### src/rtl/cfg_dump_tx.sv
module cfg_dump_tx #(
  parameter int DIV_FAST   = 39,
  parameter int DIV_SLOW   = 156,
  parameter int PAUSE_BITS = 4
) (
  input  logic       clk,
  input  logic       rst_n,
  input  logic       test_req,
  input  logic [1:0] mode,
  input  logic       src_live,
  input  logic       fast,
  output logic       mem_rd,
  output logic       mem_src,
  output logic [6:0] mem_addr,
  input  logic [7:0] mem_data,
  input  logic       mem_valid,
  output logic       sink_on,
  output logic       busy
);
  localparam int DMAX   = (DIV_SLOW > DIV_FAST) ? DIV_SLOW : DIV_FAST;
  localparam int CW     = $clog2(DMAX + 1);
  localparam int PH     = 2 * PAUSE_BITS;
  localparam int HMAX   = (PH > 18) ? PH : 18;
  localparam int HW     = $clog2(HMAX);
  localparam logic [CW-1:0] RLD_F = CW'(DIV_FAST - 1);
  localparam logic [CW-1:0] RLD_S = CW'(DIV_SLOW - 1);

  typedef enum logic [1:0] {S_IDLE, S_GAP, S_SEND, S_DONE} st_t;

  st_t           st;
  logic [CW-1:0] cnt;
  logic [HW-1:0] hcnt;
  logic [6:0]    addr, last;
  logic [7:0]    byte_q;
  logic          src_q, have_q, rd_q;

  wire           act   = test_req & mode[0];
  wire           tick  = (cnt == '0);
  wire [CW-1:0]  rld   = fast ? RLD_F : RLD_S;
  wire [6:0]     first = mode[1] ? 7'h00 : (src_live ? 7'h3B : 7'h24);
  wire [6:0]     lastc = (mode[1] | ~src_live) ? 7'h7F : 7'h43;
  wire [8:0]     frame = {1'b1, byte_q};
  wire [3:0]     bidx  = 4'd8 - 4'(hcnt[HW-1:1]);
  wire           bitv  = frame[bidx];

  assign mem_rd   = rd_q & act;
  assign mem_src  = src_q;
  assign mem_addr = addr;
  assign busy     = act & ((st == S_GAP) | (st == S_SEND));
  assign sink_on  = act & (st == S_SEND) & (hcnt[0] ? ~bitv : bitv);

  always_ff @(posedge clk or negedge rst_n) begin
    if (!rst_n) begin
      st     <= S_IDLE;
      cnt    <= '0;
      hcnt   <= '0;
      addr   <= '0;
      last   <= '0;
      byte_q <= '0;
      src_q  <= 1'b0;
      have_q <= 1'b0;
      rd_q   <= 1'b0;
    end else if (!act) begin
      st     <= S_IDLE;
      rd_q   <= 1'b0;
      have_q <= 1'b0;
    end else begin
      case (st)
        S_IDLE: begin
          st     <= S_GAP;
          addr   <= first;
          last   <= lastc;
          src_q  <= ~mode[1] & src_live;
          cnt    <= rld;
          hcnt   <= '0;
          rd_q   <= 1'b1;
          have_q <= 1'b0;
        end
        S_GAP: begin
          rd_q <= 1'b0;
          if (mem_valid && !have_q) begin
            byte_q <= mem_data;
            have_q <= 1'b1;
          end
          if (tick) begin
            cnt <= rld;
            if (hcnt == HW'(PH - 1)) begin
              if (have_q) begin
                st   <= S_SEND;
                hcnt <= '0;
              end
            end else begin
              hcnt <= hcnt + 1'b1;
            end
          end else begin
            cnt <= cnt - 1'b1;
          end
        end
        S_SEND: begin
          if (tick) begin
            cnt <= rld;
            if (hcnt == HW'(17)) begin
              have_q <= 1'b0;
              hcnt   <= '0;
              if (addr == last) begin
                st <= S_DONE;
              end else begin
                addr <= addr + 1'b1;
                st   <= S_GAP;
                rd_q <= 1'b1;
              end
            end else begin
              hcnt <= hcnt + 1'b1;
            end
          end else begin
            cnt <= cnt - 1'b1;
          end
        end
        default: ;
      endcase
    end
  end
endmodule


### config.mk
export PLATFORM = sky130hd
export DESIGN_NAME = cfg_dump_tx
export DESIGN_NICKNAME = d
export VERILOG_FILES = /design/src/rtl/cfg_dump_tx.sv
export SDC_FILE = /design/constraint.sdc
export NUM_CORES = 1
export LEC_CHECK = 0
export BUFFER_PORTS_ARGS = -buffer_cell sky130_fd_sc_hd__buf_2
export CORE_ASPECT_RATIO = 2
export CORE_UTILIZATION = 58
export CTS_CLUSTER_DIAMETER = 30
export DETAILED_ROUTE_END_ITERATION = 8
export GPL_TIMING_DRIVEN = 0
export HOLD_SLACK_MARGIN = 0.08
export PLACE_DENSITY_LB_ADDON = 0.25
export SETUP_SLACK_MARGIN = 0.2
export SLEW_MARGIN = 10
export SYNTH_ARGS = -nofsm -noshare
export SYNTH_HDL_FRONTEND = slang
export SYNTH_SLANG_ARGS = --single-unit
### constraint.sdc
create_clock -name clk -period 2.9 [get_ports clk]
set_clock_uncertainty 0.05 [all_clocks]
set_input_delay 0.58 -clock clk [delete_from_list [all_inputs] [get_ports clk]]
set_output_delay 0.58 -clock clk [all_outputs]
set_load 0.005 [all_outputs]
Yosys cells after proc, flatten, opt, wreduce, memory -nomap -nowiden
Index checks and enable logic that the tools add are counted.
- bits in registers: 40
- input bits: 16
- output and inout bits: 11
- word-level logic and storage cells: 96
- $add $sub $neg: 4
- magnitude comparators: 1
- equality and inequality tests: 18
- muxes and demuxes: 37
- bitwise operators: 11
- reductions and logical operators: 16
- operators with widths (kind ; number):
    2-to-1 mux 5 bit ; 6
    2-to-1 mux 7 bit ; 3
    2-to-1 mux 8 bit ; 2
    case mux 8 bit (2 select lines) ; 1
    inequality test 3 bit (second input constant) ; 5
    case mux 5 bit (3 select lines) ; 1
    2-to-1 mux 2 bit ; 7
    case mux 7 bit (2 select lines) ; 1
    2-to-1 mux 6 bit ; 2
    2-to-1 mux 1 bit ; 10
    AND reduction 5 bit ; 2
    inequality test 3 x 2 -> 1 bit (second input constant) ; 3
    zero test 8 bit ; 1
    AND reduction 4 bit ; 2
    subtractor 8 x 1 -> 8 bit (second input constant) ; 1
    adder 7 x 1 -> 7 bit (second input constant) ; 1
    equality test 7 bit ; 1
    AND 1 bit ; 6
    inequality test 2 bit (second input constant) ; 3
    case mux 1 bit (3 select lines) ; 2
    case mux 2 bit (3 select lines) ; 1
    AND reduction 6 bit ; 1
    adder 5 x 1 -> 5 bit (second input constant) ; 1
    equality test 5 x 3 -> 1 bit (second input constant) ; 1
    18 further kinds ; 23

Logic depth before layout (Yosys ltp)
- depth in word-level cells: 6
- gate-level depth with buffers: 8
- mapped depth without buffers: 7

Worst setup path before layout
Ideal clock, no wire load.
- path kind: register to output
- from: register hcnt[3]
- to: output port sink_on
- arrival time: 1.668 ns
- data required time: 2.270 ns
- slack: 0.602 ns
- cell stages (with the launch flop): 7
- path buffers: 1
- path through: dfrtp_1 buf_2 or4_1 a211o_1 o211ai_1 xor2_1 and2_1
- cells in the longest elaborated chain, start to end: 6
- RTL lines (item ; line ; source):
    from (decl) ; 32 ; logic [HW-1:0] hcnt;
    from (signal assigned) ; 93 ; hcnt <= hcnt + 1'b1;
    from (signal assigned) ; 113 ; hcnt <= hcnt + 1'b1;
    subtractor 4 bit (*) ; 43 ; wire [3:0] bidx = 4'd8 - 4'(hcnt[HW-1:1]);
    binary-select mux 1 bit (select 4 bit) (*) ; 44 ; wire bitv = frame[bidx];
    2-to-1 mux 1 bit (implied by the code) (*) ; 44 ;
    NOT 1 bit ; 50 ; assign sink_on = act & (st == S_SEND) & (hcnt[0] ? ~bitv : bitv);
    2-to-1 mux 1 bit (*) ; 50 ;
    AND 1 bit (*) ; 50 ;
    to (decl) ; 17 ; output logic sink_on,
Mark *: on every way between the ends. The rest lies on a longest branch, timed or not. The select of a mux whose other input is x is not followed.

Worst setup path in the final report
Ends and elaborated chain as after synthesis.

==> metrics.md <==
| Metric | Value |
|---|---|
| Leak pwr | `1.20 nW` |
| Wire per inst | `15.7 um` |
| Final ANT Viol Nets | `0` |
| CTS Root Cell | `clkbuf_8` |
| # diodes | `0` |
| Power after layout | `1.32 mW` |
| Hold buffers post-CTS | `0` |
| I/O pins | `27` |
| Die height | `90.2 um` |
| Largest net degree at the start of global routing | `36` |
| Number of synthesized flops with an enable pin | `0` |
| First-pass GRT wire length | `8340 um` |
| Total GRT Usage | `27.0%` |
| Clk buf depth | `2` |
| Unrepaired setup endpoints after global routing | `yes` |
| Fmax | `364 MHz` |
| Final max-slew violation count | `0` |
| P&R area growth vs syn | `16.7%` |
| CP required | `2270 ps` |
| Via count | `2001` |
| CTS Sinks | `35` |
| Total Neg Setup Slack | `0 ps` |
| Final WL | `5090 um` |
| Max rail drop VDD | `0.362 mV` |
| Clock-pin slew on the worst setup and hold paths | `80 ps` |
| Slew headroom | `49.0%` |
| PD cells | `499 nW/um2` |
| Via/cell ratio | `6.18` |
| Post-route DRC | `0` |
| GP Congestion | `0.914` |
| Critical Path Start Type | `flop` |
| Row Count | `31` |
| Initial antenna violation count | `0` |
| Die Span X | `46.1 um` |
| Crit path max-delay cell type | `or4_4` |
| Crit-path cells | `buf_6 -> or4_4 -> a211o_1 -> o211ai_1 -> xor2_1 -> and2_1 -> buf_2` |
| Reg area | `880 um2` |
| Clk Latency, worst-skew pair | `290 ps` |
| DR iter-0 viols | `56` |
| DP HPWL | `3640 um` |
| Mapped cell area | `2260 um2` |
| Pre-antenna DRT Iters | `4` |
| R2r startpoint | `st[1]` |
| Vias in the first global route | `1935` |
| CTS H-tree depth | `2` |
| Nets | `303` |
| Final min period | `2750 ps` |
| Worst Path Arrival | `2120 ps` |
| Post-Synthesis Cells | `237` |
| Initial core utilization | `61.3%` |
| GRT overflow | `0` |
| CTS Buf Count | `5` |
| Port bufs | `26` |
| Element type at the critical path end | `output pin` |
| CTS tree | `done` |
| Status | `completed` |
| Multi-input gate area | `1330 um2` |
| Register area share after synthesis | `38.8%` |
| Critical Path Source | `hcnt[3]` |
| Max incr delay on CP | `500 ps` |
| Layout filler cell count | `286` |
| Final setup vio count | `0` |
| Leading cell type in the layout, fill and taps excluded | `dfrtp_1` |
| Post-synth top flop | `dfrtp_1` |
| CP max FO | `9` |
| Core box area | `3680 um2` |
| Syn avg cell area | `9.52 um2` |
| Hold violation count in the final report | `0` |
| Period utilisation layout | `94.7%` |
| Post-synthesis cell type count | `59` |
| Syn nets | `266` |
| Flops & latches, synth | `35` |
| Ys async rst share | `100%` |
| Ys Warns | `0` |
| Max_cap viols | `0` |
| Tightest Hold Check Type | `in -> async` |
| Most frequent cells in the layout | `dfrtp_1 (32), buf_2 (26), nand2_1 (19)` |
| Crit Path Class | `reg -> out` |
| Worst-Margin Slew | `764 ps` |
| Share of cells above drive strength 1 | `23.3%` |
| Die ar. | `4160 um2` |
==> report_power, final <==
part           switching, mW  internal [mW]
registers             0.0727          0.562
logic                  0.121          0.119
clock network          0.186          0.256
total                  0.379          0.936
==> cells by family (layout without fill, tap and decap cells) <==
group	Yosys count	after routing	synth area share, %
AND/OR/NAND/NOR	87	87	21.1
AO/OA/AOI/OAI	67	67	20.2
flip-flops	35	35	38.8
buffers and inverters	17	55	3.22
multiplexers	16	16	8.76
adder cells (fa/ha/maj)	13	13	7.21
XOR/XNOR	2	2	0.776
==> final cells by class <==
cell class,count,area share (%)
Buffer,7,1.57
Clock buffer,5,2.61
Clock inverter,3,1.66
Inverter,10,1.42
Multi-Input combinational cell,185,50.5
Sequential cell,35,33.4
Tap cell,49,2.33
Timing Repair Buffer,30,6.55
==> flip-flops by register name, indices dropped and copies added, names as in the netlist <==
register / flops
mem_addr: 7
rd_q: 1
have_q: 1
last: 2
cnt: 8
hcnt: 5
byte_q: 8
mem_src: 1
st: 2
==> synthesized netlist by cell type (4+ instances only) <==
| library cell | count | share of area, % |
|---|---|---|
| dfrtp_1 | 35 | 39 |
| nand2_1 | 19 | 3.2 |
| nor2_1 | 15 | 2.5 |
| o21ai_0 | 15 | 3.3 |
| ha_1 | 13 | 7.2 |
| nand3_1 | 13 | 2.9 |
| a21oi_1 | 11 | 2.4 |
| inv_1 | 10 | 1.7 |
| mux2_2 | 9 | 4.5 |
| a31oi_1 | 6 | 1.7 |
| and2_1 | 6 | 1.7 |
| and3_1 | 5 | 1.4 |
| clkbuf_1 | 5 | 0.83 |
| nand2b_1 | 5 | 1.4 |
| mux2i_1 | 4 | 1.8 |
| o21ai_1 | 4 | 0.89 |
==> through the flow <==
stage	setup slack (ps)	hold WS, ps	instance area, um2	instances	utilization (%)
after floorplan	602	234	2260	237	-
after global placement	273	407	2450	312	66.5
after detailed placement	244	424	2450	312	66.5
after CTS	198	337	2630	324	71.4
after global routing	63.2	381	2640	324	71.5
final	153	302	2640	324	71.5
==> per-layer routing <==
| metal | wire (um) | part of all wire, % | track usage, % | up-vias |
|---|---|---|---|---|
| met1 | 1930 | 38 | 29.5 | 972 |
| li1 | - | - | - | 952 |
| met3 | 200 | 3.9 | 4.42 | 15 |
| met5 | 0 | 0 | 0 | - |
| met2 | 2790 | 55 | 45.8 | 62 |
| met4 | 167 | 3.3 | 15.0 | 0 |
==> what timing repair did <==
action,4_1_cts,5_1_grt
resized for setup,7,1
setup endpoints to repair,1,1
pin swaps,2,0
setup buffers,4,0
==> worst max-delay path, delay by kind of cell, from the launching register on <==
family | cells | cell delay, ps
buffers and inverters | 2 | 250
DFF | 1 | 380
and+or+nand+nor | 2 | 650
xor gates and xnor gates | 1 | 190
AOI/OAI and AO/OA | 2 | 370
==> worst paths after layout <==
kind / end / slack, ps / cells after the start
worst max-delay path: sink_on / 150 / 7
worst max register to register: st[0] / 550 / 7
max in group asynchronous: hcnt[4] / 1970 / 1
worst min-delay path: hcnt[3] / 300 / 1
min in group clk: rd_q / 450 / 1
worst min register to register: rd_q / 450 / 1
No activity file was read; power rests on OpenSTA's default activity.
